File: config.mk
export PLATFORM = sky130hd
export DESIGN_NAME = spi_shift_unit
export DESIGN_NICKNAME = d
export VERILOG_FILES = /design/src/rtl/spi_su_pkg.sv /design/src/rtl/spi_su_sync.sv /design/src/rtl/spi_su_clkgen.sv /design/src/rtl/spi_su_ctrl.sv /design/src/rtl/spi_shift_unit.sv
export SDC_FILE = /design/constraint.sdc
export NUM_CORES = 1
export LEC_CHECK = 0
export CORE_AREA = 10 10 77 79
export DETAILED_ROUTE_END_ITERATION = 10
export DIE_AREA = 0 0 87 89
export RECOVER_POWER = 100
export SLEW_MARGIN = 20
export SYNTH_ARGS = -nofsm -noshare
export SYNTH_HDL_FRONTEND = slang
export SYNTH_SLANG_ARGS = --single-unit
export TNS_END_PERCENT = 20
File: constraint.sdc
create_clock -name clk -period 3.33 [get_ports clk]
set_input_delay 0.333 -clock clk [delete_from_list [all_inputs] [get_ports clk]]
set_output_delay 0.333 -clock clk [all_outputs]
set_load 0.02 [all_outputs]
File: src/rtl/spi_su_pkg.sv
package spi_su_pkg;

    typedef enum logic [2:0] {
        ST_IDLE,
        ST_M_LOW,
        ST_M_HIGH,
        ST_M_STOP,
        ST_S_XFER,
        ST_S_END,
        ST_S_HOLD
    } su_state_t;

endpackage

File: src/rtl/spi_su_sync.sv
module spi_su_sync #(
    parameter int              WIDTH = 2,
    parameter logic [WIDTH-1:0] INIT  = '0
) (
    input  logic             clk,
    input  logic             rst_n,
    input  logic [WIDTH-1:0] async_i,
    output logic [WIDTH-1:0] level_o
);

    for (genvar g = 0; g < WIDTH; g++) begin : g_bit
        logic meta_q;
        logic sync_q;

        always_ff @(posedge clk or negedge rst_n) begin
            if (!rst_n) begin
                meta_q <= INIT[g];
                sync_q <= INIT[g];
            end else begin
                meta_q <= async_i[g];
                sync_q <= meta_q;
            end
        end

        assign level_o[g] = sync_q;
    end

endmodule

File: src/rtl/spi_su_clkgen.sv
module spi_su_clkgen #(
    parameter int DIV_W = 8
) (
    input  logic             clk,
    input  logic             rst_n,
    input  logic             run,
    input  logic [DIV_W-1:0] div,
    output logic             tick
);

    logic [DIV_W-1:0] cnt_q;

    assign tick = run && (cnt_q == div);

    always_ff @(posedge clk or negedge rst_n) begin
        if (!rst_n) begin
            cnt_q <= '0;
        end else if (!run || tick) begin
            cnt_q <= '0;
        end else begin
            cnt_q <= cnt_q + 1'b1;
        end
    end

endmodule

File: src/rtl/spi_su_ctrl.sv
module spi_su_ctrl
    import spi_su_pkg::*;
#(
    parameter int LEN_W = 3
) (
    input  logic             clk,
    input  logic             rst_n,
    input  logic             is_master,
    input  logic             wr_en,
    input  logic [LEN_W-1:0] char_len,
    input  logic             tick,
    input  logic             ss_lvl,
    input  logic             sck_rise,
    input  logic             sck_fall,
    output logic             load,
    output logic             sample,
    output logic             drive,
    output logic             div_run,
    output logic             busy,
    output logic             sck_o,
    output logic             ss_n_o
);

    localparam int CNT_W = LEN_W + 1;
    localparam logic [CNT_W-1:0] FULL_LEN = CNT_W'(1 << LEN_W);

    su_state_t        state_q, state_d;
    logic [CNT_W-1:0] bit_cnt_q;
    logic [CNT_W-1:0] eff_len;
    logic             last_bit;
    logic             clr_cnt;

    assign eff_len  = (char_len == '0) ? FULL_LEN : {1'b0, char_len};
    assign last_bit = (bit_cnt_q + 1'b1) == eff_len;

    // State register and bit counter
    always_ff @(posedge clk or negedge rst_n) begin
        if (!rst_n) begin
            state_q   <= ST_IDLE;
            bit_cnt_q <= '0;
        end else begin
            state_q <= state_d;
            if (clr_cnt) begin
                bit_cnt_q <= '0;
            end else if (sample) begin
                bit_cnt_q <= bit_cnt_q + 1'b1;
            end
        end
    end

    // Next state and data path strobes
    always_comb begin
        state_d = state_q;
        load    = 1'b0;
        sample  = 1'b0;
        drive   = 1'b0;
        clr_cnt = 1'b0;
        unique case (state_q)
            ST_IDLE: begin
                if (is_master) begin
                    if (wr_en) begin
                        load    = 1'b1;
                        drive   = 1'b1;
                        clr_cnt = 1'b1;
                        state_d = ST_M_LOW;
                    end
                end else begin
                    load = wr_en;
                    if (!ss_lvl) begin
                        drive   = 1'b1;
                        clr_cnt = 1'b1;
                        state_d = ST_S_XFER;
                    end
                end
            end
            ST_M_LOW: begin
                if (tick) begin
                    sample  = 1'b1;
                    state_d = last_bit ? ST_M_STOP : ST_M_HIGH;
                end
            end
            ST_M_HIGH: begin
                if (tick) begin
                    drive   = 1'b1;
                    state_d = ST_M_LOW;
                end
            end
            ST_M_STOP: begin
                state_d = ST_IDLE;
            end
            ST_S_XFER: begin
                if (ss_lvl) begin
                    state_d = ST_IDLE;
                end else if (sck_rise) begin
                    sample = 1'b1;
                    if (last_bit) begin
                        state_d = ST_S_END;
                    end
                end else if (sck_fall) begin
                    drive = 1'b1;
                end
            end
            ST_S_END: begin
                state_d = ST_S_HOLD;
            end
            ST_S_HOLD: begin
                load = wr_en;
                if (ss_lvl) begin
                    state_d = ST_IDLE;
                end
            end
            default: begin
                state_d = ST_IDLE;
            end
        endcase
    end

    // Moore outputs decoded from the state register
    always_comb begin
        busy    = 1'b0;
        sck_o   = 1'b0;
        ss_n_o  = 1'b1;
        div_run = 1'b0;
        unique case (state_q)
            ST_M_LOW: begin
                busy    = 1'b1;
                ss_n_o  = 1'b0;
                div_run = 1'b1;
            end
            ST_M_HIGH: begin
                busy    = 1'b1;
                ss_n_o  = 1'b0;
                sck_o   = 1'b1;
                div_run = 1'b1;
            end
            ST_M_STOP: begin
                busy   = 1'b1;
                ss_n_o = 1'b0;
                sck_o  = 1'b1;
            end
            ST_S_XFER, ST_S_END: begin
                busy = 1'b1;
            end
            default: begin
                busy = 1'b0;
            end
        endcase
    end

endmodule

File: src/rtl/spi_shift_unit.sv
module spi_shift_unit #(
    parameter int LEN_W = 3,
    parameter int DIV_W = 8
) (
    input  logic                    clk,
    input  logic                    rst_n,
    input  logic                    wr_en,
    input  logic [(1<<LEN_W)-1:0]   wr_data,
    output logic [(1<<LEN_W)-1:0]   rd_data,
    input  logic                    is_master,
    input  logic [LEN_W-1:0]        char_len,
    input  logic [DIV_W-1:0]        clk_div,
    output logic                    sck_o,
    output logic                    ss_n_o,
    input  logic                    sck_i,
    input  logic                    ss_n_i,
    input  logic                    ser_in,
    output logic                    ser_out,
    output logic                    busy,
    output logic                    ovr,
    input  logic                    ovr_clr
);

    localparam int DATA_W = 1 << LEN_W;
    localparam int MSB    = DATA_W - 1;

    logic [DATA_W-1:0] shreg_q;
    logic              out_bit_q;
    logic              ovr_q;
    logic              sck_d_q;
    logic [1:0]        sync_lvl;
    logic              sck_lvl;
    logic              ss_lvl;
    logic              sck_rise;
    logic              sck_fall;
    logic              tick;
    logic              load;
    logic              sample;
    logic              drive;
    logic              div_run;

    spi_su_sync #(
        .WIDTH (2),
        .INIT  (2'b10)
    ) i_sync (
        .clk     (clk),
        .rst_n   (rst_n),
        .async_i ({ss_n_i, sck_i}),
        .level_o (sync_lvl)
    );

    assign sck_lvl  = sync_lvl[0];
    assign ss_lvl   = sync_lvl[1];
    assign sck_rise = sck_lvl & ~sck_d_q;
    assign sck_fall = ~sck_lvl & sck_d_q;

    spi_su_clkgen #(
        .DIV_W (DIV_W)
    ) i_clkgen (
        .clk   (clk),
        .rst_n (rst_n),
        .run   (div_run),
        .div   (clk_div),
        .tick  (tick)
    );

    spi_su_ctrl #(
        .LEN_W (LEN_W)
    ) i_ctrl (
        .clk       (clk),
        .rst_n     (rst_n),
        .is_master (is_master),
        .wr_en     (wr_en),
        .char_len  (char_len),
        .tick      (tick),
        .ss_lvl    (ss_lvl),
        .sck_rise  (sck_rise),
        .sck_fall  (sck_fall),
        .load      (load),
        .sample    (sample),
        .drive     (drive),
        .div_run   (div_run),
        .busy      (busy),
        .sck_o     (sck_o),
        .ss_n_o    (ss_n_o)
    );

    always_ff @(posedge clk or negedge rst_n) begin
        if (!rst_n) begin
            shreg_q   <= '0;
            out_bit_q <= 1'b0;
            ovr_q     <= 1'b0;
            sck_d_q   <= 1'b0;
        end else begin
            sck_d_q <= sck_lvl;
            if (load) begin
                shreg_q <= wr_data;
            end else if (sample) begin
                shreg_q <= {shreg_q[MSB-1:0], ser_in};
            end
            if (drive) begin
                out_bit_q <= load ? wr_data[MSB] : shreg_q[MSB];
            end
            if (wr_en && busy) begin
                ovr_q <= 1'b1;
            end else if (ovr_clr) begin
                ovr_q <= 1'b0;
            end
        end
    end

    assign rd_data = shreg_q;
    assign ser_out = out_bit_q;
    assign ovr     = ovr_q;

endmodule

Yosys cells after proc, flatten, opt, wreduce, memory -nomap -nowiden
Index checks and enable logic that the tools add are counted.
{ "classes": {"reduce_logical": 14, "n_shift": 0, "n_mul": 0, "magnitude_cmp": 0, "div_mod_pow": 0, "eq_ne": 15, "muxes": 38, "bitwise_logic": 4, "add_sub_neg": 2} }
{ "ops": {"columns": ["operator", "n"], "rows": [
  ["3-bit 2-to-1 mux", 9],
  ["8-bit 2-to-1 mux", 3],
  ["1-bit 2-to-1 mux", 19],
  ["3-bit one-hot mux with 6 select lines", 1],
  ["4-bit 2-to-1 mux", 3],
  ["3-bit == test (second input constant)", 3],
  ["8-bit by 1-bit adder with 8-bit output (second input constant)", 1],
  ["8-bit == test", 1],
  ["7-bit AND reduction", 1],
  ["3-bit by 2-bit == test with 1-bit output (second input constant)", 2],
  ["3-bit zero test", 2],
  ["2-bit != test (second input constant)", 3],
  ["3-bit by 2-bit != test with 1-bit output (second input constant)", 2],
  ["3-bit != test (second input constant)", 2],
  ["2-bit nonzero test", 3],
  ["5-bit OR reduction", 1],
  ["4-bit by 1-bit adder with 4-bit output (second input constant)", 1],
  ["4-bit == test", 1],
  ["1-bit one-hot mux with 2 select lines", 2],
  ["2-bit OR reduction", 2],
  ["3-bit by 1-bit == test with 1-bit output (second input constant)", 1],
  ["1-bit one-hot mux with 3 select lines", 1],
  ["3-bit OR reduction", 1],
  ["1-bit AND", 2],
  ["other kinds (4)", 6]
]} }
{ "word_totals": {"wordCells": 84, "output_inout_bits": 13, "ramBits": 0, "latchBits": 0, "mem_bits_ro": 0, "ff_bits": 30, "n_memories": 0} }

Longest topological paths before layout
Gate-level depths: netlist (run 1).
{ "depth": {"depth_word": 8, "mapped_depth": 8} }

Cells and area by module
From an unflattened synthesis (run 1), not the netlist that was laid out.
{ "hier_totals": {"hier_cells": 170, "area_unflattened_um2": 1741.7} }
{ "modules_own_cells": {"columns": ["module", "instances", "area_each_um2", "cells_per_inst"], "rows": [
  ["spi_su_ctrl", 1, 630.6, 73],
  ["spi_su_clkgen", 1, 500.5, 46],
  ["spi_shift_unit", 1, 493.0, 45],
  ["spi_su_sync", 1, 117.6, 6]
]} }

Worst setup path after synthesis (run 1)
Ideal clock, no wire load.
{ "synth_path": {"path_type": "reg-to-reg", "from": "register i_ctrl.state_q[1]", "to": "register out_bit_q, in the netlist ser_out", "setup_time_ps": 125, "t_arrival_ps": 1864, "path_buffers": 1, "t_required_ps": 3205, "period_less_slack_ps": 1989, "stages_incl_launch_ff": 8, "slack_ps": 1341, "path_cell_list": "dfrtp_1 -> buf_2 -> inv_1 -> nor2_1 -> nor3b_1 -> o21ai_1 -> mux2_2 -> mux2_2"} }
{ "synth_between": {"elab_chain_cells": 6, "elab_cells_between_ends": 12, "cone_classes": "4 x eq/ne; 5 x mux; 3 x reduce/logical"} }
{ "synth_lines": {"columns": ["item", "line_no", "rtl"], "rows": [
  ["start: declaration", "spi_su_ctrl.sv:27", "su_state_t state_q, state_d;"],
  ["start signal: assignment", "spi_su_ctrl.sv:42", "state_q <= state_d;"],
  ["3-bit by 1-bit == test with 1-bit output or 3-bit by 2-bit == test with 1-bit output (tied branches)", "spi_su_ctrl.sv:124, spi_su_ctrl.sv:58", null],
  ["2-bit OR reduction (no source line)", null, null],
  ["1-bit 2-to-1 mux", "spi_su_ctrl.sv:124", "unique case (state_q)"],
  ["1-bit logical AND", "spi_su_clkgen.sv:13", "assign tick = run && (cnt_q == div);"],
  ["1-bit 2-to-1 mux", "spi_su_ctrl.sv:83", "if (tick) begin"],
  ["1-bit one-hot mux with 3 select lines", "spi_su_ctrl.sv:58", "unique case (state_q)"],
  ["end signal: assignment", "spi_shift_unit.sv:102", "out_bit_q <= load ? wr_data[MSB] : shreg_q[MSB];"],
  ["end: declaration", "spi_shift_unit.sv:28", "logic out_bit_q;"]
]} }
Parallel ways exist; a longest one is shown, timed or not.
A chain may end at the register's enable or synchronous reset.

Worst setup path after layout (run 1)
{ "layout_path": {"from": "input clk_div[0]", "to": "register shreg_q[3], in the netlist rd_data[3]"} }
{ "layout_between": {"elab_chain_cells": 5} }
{ "layout_lines": {"columns": ["item", "line_no", "rtl"], "rows": [
  ["start: declaration", "spi_shift_unit.sv:12", "input logic [DIV_W-1:0] clk_div,"],
  ["8-bit == test", "spi_su_clkgen.sv:13", null],
  ["1-bit logical AND", "spi_su_clkgen.sv:13", null],
  ["1-bit 2-to-1 mux", "spi_su_ctrl.sv:77", "if (tick) begin"],
  ["1-bit one-hot mux with 2 select lines", "spi_su_ctrl.sv:58", null],
  ["2-bit nonzero test (no source line)", null, null],
  ["end signal: assignment", "spi_shift_unit.sv:97", "shreg_q <= wr_data;"],
  ["end signal: assignment", "spi_shift_unit.sv:99", "shreg_q <= {shreg_q[MSB-1:0], ser_in};"],
  ["end: declaration", "spi_shift_unit.sv:27", "logic [DATA_W-1:0] shreg_q;"]
]} }
Every way passes these cells.

==> metrics.md, run 1 <==
| Metric | Value |
|---|---|
| Status | finished with violations |
| Failing checks | max-capacitance violations, max-slew violations |
| Final instance area | 0.00218 mm^2 |
| Post-CTS setup buffers | 0 |
| Post-Place Worst Slack | around 0.81 ns |
| Synthesis-stage register bit count | 30 |
| Initial antenna violation count | 0 |
| Vias in the first global route | 1,403 |
| # fillers | 405 |
| Worst EP required | 3.47 ns |
| Clock Sink Count | 30 |
| Clock network fraction of total power | 0.261 |
| Hold_buf cts | 0 |
| Root buf cell | clkbuf_8 |
| Footprint of the multi-input gates | 797 um^2 |
| Unique cell type count in the Yosys netlist | 39 |
| CTS H-tree depth | 2 |
| Starting Density | 0.362 |
| Final setup skew | 0.00618 ns |
| P_sw | about 660 uW |
| Final GP Congestion | 0.827 |
| First-pass GRT wire length | 6290 um |
| TritonCTS clock tree | done |
| Post-synthesis sequential area ratio | 0.459 |
| Congestion Overflow GR | 0 |
| Worst vdd ir | 0.433 mV |
| Final ANT Viol Nets | 0 |
| Area Overhead vs Synth | 33.1% |
| Post-synth EDFFs | 0 |
| CP Class | primary input to register |
| Final HPWL DP | a little under 3000 um |
| Max-Cap Viols | 1 |
| Post-Syn Area | about 0.0016 mm^2 |
| Leak | about 0.00089 uW |
| Die span in y | 89 um |
| Critical path arrival | 2.68 ns |
| Die W | 87 um |
| Startpoint types | primary input |
| Area share of the largest cell type after synthesis | 0.427 |
| Clk slew on worst S/H paths | approximately 0.07 ns |
| Power per Cell Area | 808 mW/mm^2 |
| CTS resizes | 0 |
| Mapped Nets | ~190 |
| Routed wire length per instance | roughly 15 um |
| Row Count | 25 |
| Main area contributors after synthesis | dfrtp_1 (43%), xnor2_1 (7.5%), nor2_1 (6.2%) |
| Peak Freq | just under 400 MHz |
| GRT Util Overall | 0.100 |
| Cell internal pwr | around 1100 uW |
| Switch share | 0.374 |
| Num CTS Buffers | 5 |
| Comb pwr share | 0.405 |
| Starting DRT DRC Count | 49 |
| Setup TNS | 0 ns |
| Ant diodes | 0 |
| Crit-path max FO | 14 |
| Final Util | 0.482 |
| Hold Path Class | register to register |
| Final hold viol count | 0 |
| Flop pwr share | 0.334 |
| Post-synth ARST share | 1.00 |
| Routed wire length | ~3800 um |
| DRC | 0 |
| Total power | between 1500 and 2000 uW |
| Worst setup margin | 0.788 ns |
| Drt pass-1 iters | 4 |
| RSZ-0062 raised after global routing | no |
| Largest net degree at the start of global routing | 31 |
| I/O pins | 40 |
| Area post-placement | 0.00207 mm^2 |
| Storage element area | between 700 and 800 um^2 |
| Mean Syn Cell Area | 10.1 um^2 |
| PortBufs | 39 |
| Share of cells above drive strength 1 | 0.0918 |
| Final-stage net count | roughly 240 |
| Yosys top cell by area | dfrtp_1 |
| Type of destination of the critical path | register |
| Via count | 1,323 |
| Vias/cell | 5.07 |
| Final min period | 2.54 ns |
| CTS Buffer Depth | 2 |
| Max Slew Vio Count | 31 |
| Worst Tran Pin Value | 1.66 ns |
| Clk Latency, worst-skew pair | 0.28 ns |
| Rel. slew slack | -0.108 |
| Cells after Synth | 163 |
| Final setup viols | 0 |
| Core Area | about 0.0045 mm^2 |
| Die area | 0.00774 mm^2 |
| Fin crit share | 0.763 |
| Dominant synthesized flop cell | dfrtp_1 |
| Yosys warns | 0 |
per-layer routing:
| metal | GRT usage | part of all wire | up-vias |
|---|---|---|---|
| met3 | 0.0383 | 0.060 | 4 |
| met4 | 0.0383 | 0.013 | 0 |
| met1 | 0.118 | 0.44 | 634 |
| met5 | 0 | 0 | - |
| met2 | 0.161 | 0.48 | 32 |
| li1 | - | - | 653 |
worst max-delay path, stage by stage:
cell	delay, ns
dlygate4sd3_1	0.56
xnor2_1	0.17
nand4_1	0.13
or3_1	0.45
o32ai_2	0.66
mux2i_1	0.29
a21oi_1	0.08
power by group through the flow:
stage	Clock (uW)	Combinational [uW]	Sequential (uW)
finish	460	715	590
floorplan	0	441	616
CTS	470	776	592
global route	485	791	610
global placement	0	763	594
detailed placement	0	772	597
flip-flops by register name, indices dropped and copies added (netlist names):
signal               count
i_clkgen.cnt_q           8
i_ctrl.bit_cnt_q         4
i_ctrl.state_q           3
i_sync.g_bit.meta_q      2
i_sync.g_bit.sync_q      2
ovr                      1
rd_data                  8
sck_d_q                  1
ser_out                  1
through the flow:
stage / hold WS [ns] / instances
after floorplan: 0.0374 / 163
after global placement: 0.343 / 253
after detailed placement: 0.347 / 253
after CTS: 0.363 / 261
after global routing: 0.370 / 261
final: 0.365 / 261
final cells by class:
cell class	instances	share of cell area
multi-input combinational	121	0.365
sequential	30	0.345
tap	54	0.0309
clock inverter	2	0.0275
clock buffer	6	0.0378
inverter	7	0.0120
timing repair buffer	41	0.182
cells in the mapped netlist (3+ instances only):
library cell	instances
xnor2_1	14
dfrtp_1	28
nand3_1	8
nor2_1	27
inv_1	7
mux2i_1	9
nand2_1	9
a21oi_1	9
and3_1	3
xor2_1	7
o21ai_0	5
logic make-up after synthesis:
family / synth area share
AOI/OAI and AO/OA: 0.138
xor gates and xnor gates: 0.112
adders and majority gates: 0.0152
buffers and inverters: 0.0450
DFF: 0.459
muxes: 0.0686
and+or+nand+nor: 0.162
worst paths after layout:
check | cells after the start | end | slack [ns] | startpoint
min | 0 | i_sync.g_bit[0].sync_q | 0.36 | i_sync.g_bit[0].meta_q
max in group asynchronous | 2 | i_clkgen.cnt_q[5] | 1.36 | rst_n
min reg2reg | 0 | i_sync.g_bit[0].sync_q | 0.36 | i_sync.g_bit[0].meta_q
min in group asynchronous | 2 | i_clkgen.cnt_q[6] | 1.01 | rst_n
max | 7 | rd_data[3] | 0.79 | clk_div[0]
max reg2reg | 6 | rd_data[3] | 0.80 | i_ctrl.state_q[2]
cells in the final DEF, fill, tap and decap left out, types with 2 or more instances in the layout:
| master | count |
|---|---|
| dfrtp_1 | 28 |
| mux2i_1 | 9 |
| nor2_1 | 27 |
| a21boi_0 | 2 |
| a21oi_1 | 9 |
| xnor2_1 | 14 |
| o31ai_1 | 2 |
| xor2_1 | 7 |
| clkbuf_8 | 6 |
| bufinv_16 | 2 |
| clkbuf_1 | 2 |
| o21ai_0 | 5 |
| dfstp_2 | 2 |
| mux2_2 | 2 |
| and3_2 | 2 |
| a211o_2 | 2 |
| clkdlybuf4s50_1 | 22 |
| nand4_1 | 2 |
| inv_1 | 7 |
| nand2_1 | 9 |
| dlygate4sd3_1 | 17 |
| a41oi_1 | 2 |
| ha_1 | 2 |
| nand3_1 | 8 |
| and3_1 | 3 |
(Power assumes the default switching activity.)
==> run 2: changes to the inputs <==
--- a/config.mk
+++ b/config.mk
@@ -8,6 +8,7 @@
 export CORE_AREA = 10 10 77 79
 export DETAILED_ROUTE_END_ITERATION = 10
 export DIE_AREA = 0 0 87 89
+export PLACE_DENSITY = 0.65
 export RECOVER_POWER = 100
 export SLEW_MARGIN = 20
 export SYNTH_ARGS = -nofsm -noshare
==> constraint.sdc (replaced) <==
create_clock -name clk -period 2.3 [get_ports clk]
set_input_delay 0.23 -clock clk [delete_from_list [all_inputs] [get_ports clk]]
set_output_delay 0.23 -clock clk [all_outputs]
set_load 0.02 [all_outputs]
==> run 2 against run 1 <==
- the flow still finishes with violations (max-capacitance violations, max-slew violations)
- register-to-register slack worse by 0.51 ns
- clock skew up 0.0051 ns
- worst setup slack worse by 0.58 ns
- count of clock-buffer cells in the layout up 1
- wire length down 1.6%
- via count down 3.0%
- critical path depth down 4
- hold slack worse by 0.014 ns
- global-route usage up 0.42 points
- sequential cell count unchanged
- critical path type is now register to primary output
==> metrics.md, run 2 (synthesis results as in run 1) <==
| Metric | Value |
|---|---|
| Failing checks | max-capacitance violations, max-slew violations |
| Max-Cap Viols | 1 |
| Worst Setup SP | i_ctrl.state_q[1] |
| Largest net degree at the start of global routing | 31 |
| Power per Cell Area | around 1100 mW/mm^2 |
| Final GP Congestion | 0.837 |
| Final-stage net count | between 200 and 250 |
| Commonest non-fill, non-tap cell in the layout | dfrtp_1 |
| Final ANT Viol Nets | 0 |
| Die area | 0.00774 mm^2 |
| GRT Util Overall | 0.105 |
| Final non-filler cell total | 264 |
| Worst setup margin | 0.207 ns |
| PortBufs | 39 |
| Startpoint types | register |
| Worst Tran Pin Value | 1.60 ns |
| Rel. slew slack | -0.0680 |
| Root buf cell | clkbuf_8 |
| RSZ-0062 raised after global routing | no |
| Type of destination of the critical path | primary output |
| Final HPWL DP | 2840 um |
| Via count | 1,283 |
| Worst vdd ir | 0.492 mV |
| Critical path arrival | 1.86 ns |
| Cells on worst reg2reg path | 7 |
| Row Count | 25 |
| CP Class | register to primary output |
| Routed wire length | 3740 um |
| Core Area | 0.00454 mm^2 |
| Clk slew on worst S/H paths | 0.06 ns |
| I/O pins | 40 |
| Crit-path max FO | 10 |
| Post-CTS setup buffers | 0 |
| Hold Path Class | register to register |
| CTS resizes | 0 |
| Fin crit share | 0.910 |
| Setup TNS | 0 ns |
| Initial antenna violation count | 0 |
| Max Slew Vio Count | 31 |
| Dpl cells | 256 |
| Post-Place Worst Slack | 0.0573 ns |
| Final setup viols | 0 |
| Worst EP required | 2.07 ns |
| Share of cells above drive strength 1 | 0.0810 |
| Worst r2r src | i_clkgen.cnt_q[1] |
| Drt pass-1 iters | 4 |
| Vias/cell | approximately 4.9 |
| Num CTS Buffers | 5 |
| Peak Freq | ~480 MHz |
| Hold_buf cts | 0 |
| DRC | 0 |
| Starting DRT DRC Count | 48 |
| CTS Buffer Depth | 2 |
| Final hold viol count | 0 |
| Die span in y | 89 um |
| Congestion Overflow GR | 0 |
| First-pass GRT wire length | 6290 um |
| Leak | just under 0.0009 uW |
| Starting Density | 0.362 |
| Vias in the first global route | 1,365 |
| Ant diodes | 0 |
| Clock Sink Count | 30 |
| Final min period | 2.09 ns |
| TritonCTS clock tree | done |
| Status | finished with violations |
| Routed wire length per instance | 14.2 um |
| Register-to-Register Setup Slack | 0.29 ns |
| Final setup skew | 0.0112 ns |
| Total power | roughly 2400 uW |
| End of the critical path | sck_o |
| Clk Latency, worst-skew pair | 0.28 ns |
| Die W | ~87 um |
| Commonest non-fill, non-tap cells in the layout | dfrtp_1 (28), nor2_1 (27), clkdlybuf4s50_1 (24) |
| CTS H-tree depth | 2 |
| Hold slack | 0.351 ns |
| Area Overhead vs Synth | 32.3% |
| Worst reg2reg path endpoint | rd_data[6] |
run 2: cell types whose count changed in the layout (fill, tap and decap cells not counted), sizes merged:
cell / delta
dlygate4sd3: -2
clkbuf: +1
bufinv: -1
clkdlybuf4s50: +2
buf: +3
run 2: cell type report:
class | count | area, um^2
sequential | 30 | 753
timing repair buffer | 44 | 433
fill | 431 | 2360
multi-input combinational | 121 | 786
inverter | 7 | 26.3
clock inverter | 1 | 30.0
clock buffer | 7 | 76.3
tap | 54 | 67.6
run 2: worst min path at each step:
stage	start	to	slack, ns	cells past startpoint
after CTS	rst_n	i_ctrl.bit_cnt_q[1]	0.34	2
after floorplan	rst_n	i_clkgen.cnt_q[0]	-0.07	0
after detailed placement	i_sync.g_bit[0].meta_q	i_sync.g_bit[0].sync_q	0.34	0
after global routing	i_sync.g_bit[1].meta_q	i_sync.g_bit[1].sync_q	0.36	0
final	i_sync.g_bit[0].meta_q	i_sync.g_bit[0].sync_q	0.35	0
after global placement	i_sync.g_bit[0].meta_q	i_sync.g_bit[0].sync_q	0.33	0
run 2: metrics by stage:
stage / instance area, um^2 / util
after global routing: 2170 / 0.479
after global placement: 2100 / 0.463
after detailed placement: 2100 / 0.463
final: 2170 / 0.479
after floorplan: 1640 / -
after CTS: 2210 / 0.487
run 2: power breakdown:
part	leakage [uW]	internal, uW	switching (uW)
Sequential	0.000370	676	177
Clock	0.0000524	324	188
Combinational	0.000469	478	565
run 2: worst max-delay path, stage by stage (launching register included):
cell and delay [ns]:
dfrtp_1 0.51, inv_1 0.19, nor2_1 0.19, dlygate4sd3_1 0.70
run 2: metal layers:
metal	GRT usage	up-vias	part of all wire
li1	-	657	-
met1	0.114	600	0.43
met2	0.165	21	0.48
met3	0.0438	5	0.064
met4	0.0663	0	0.023
met5	0	-	0
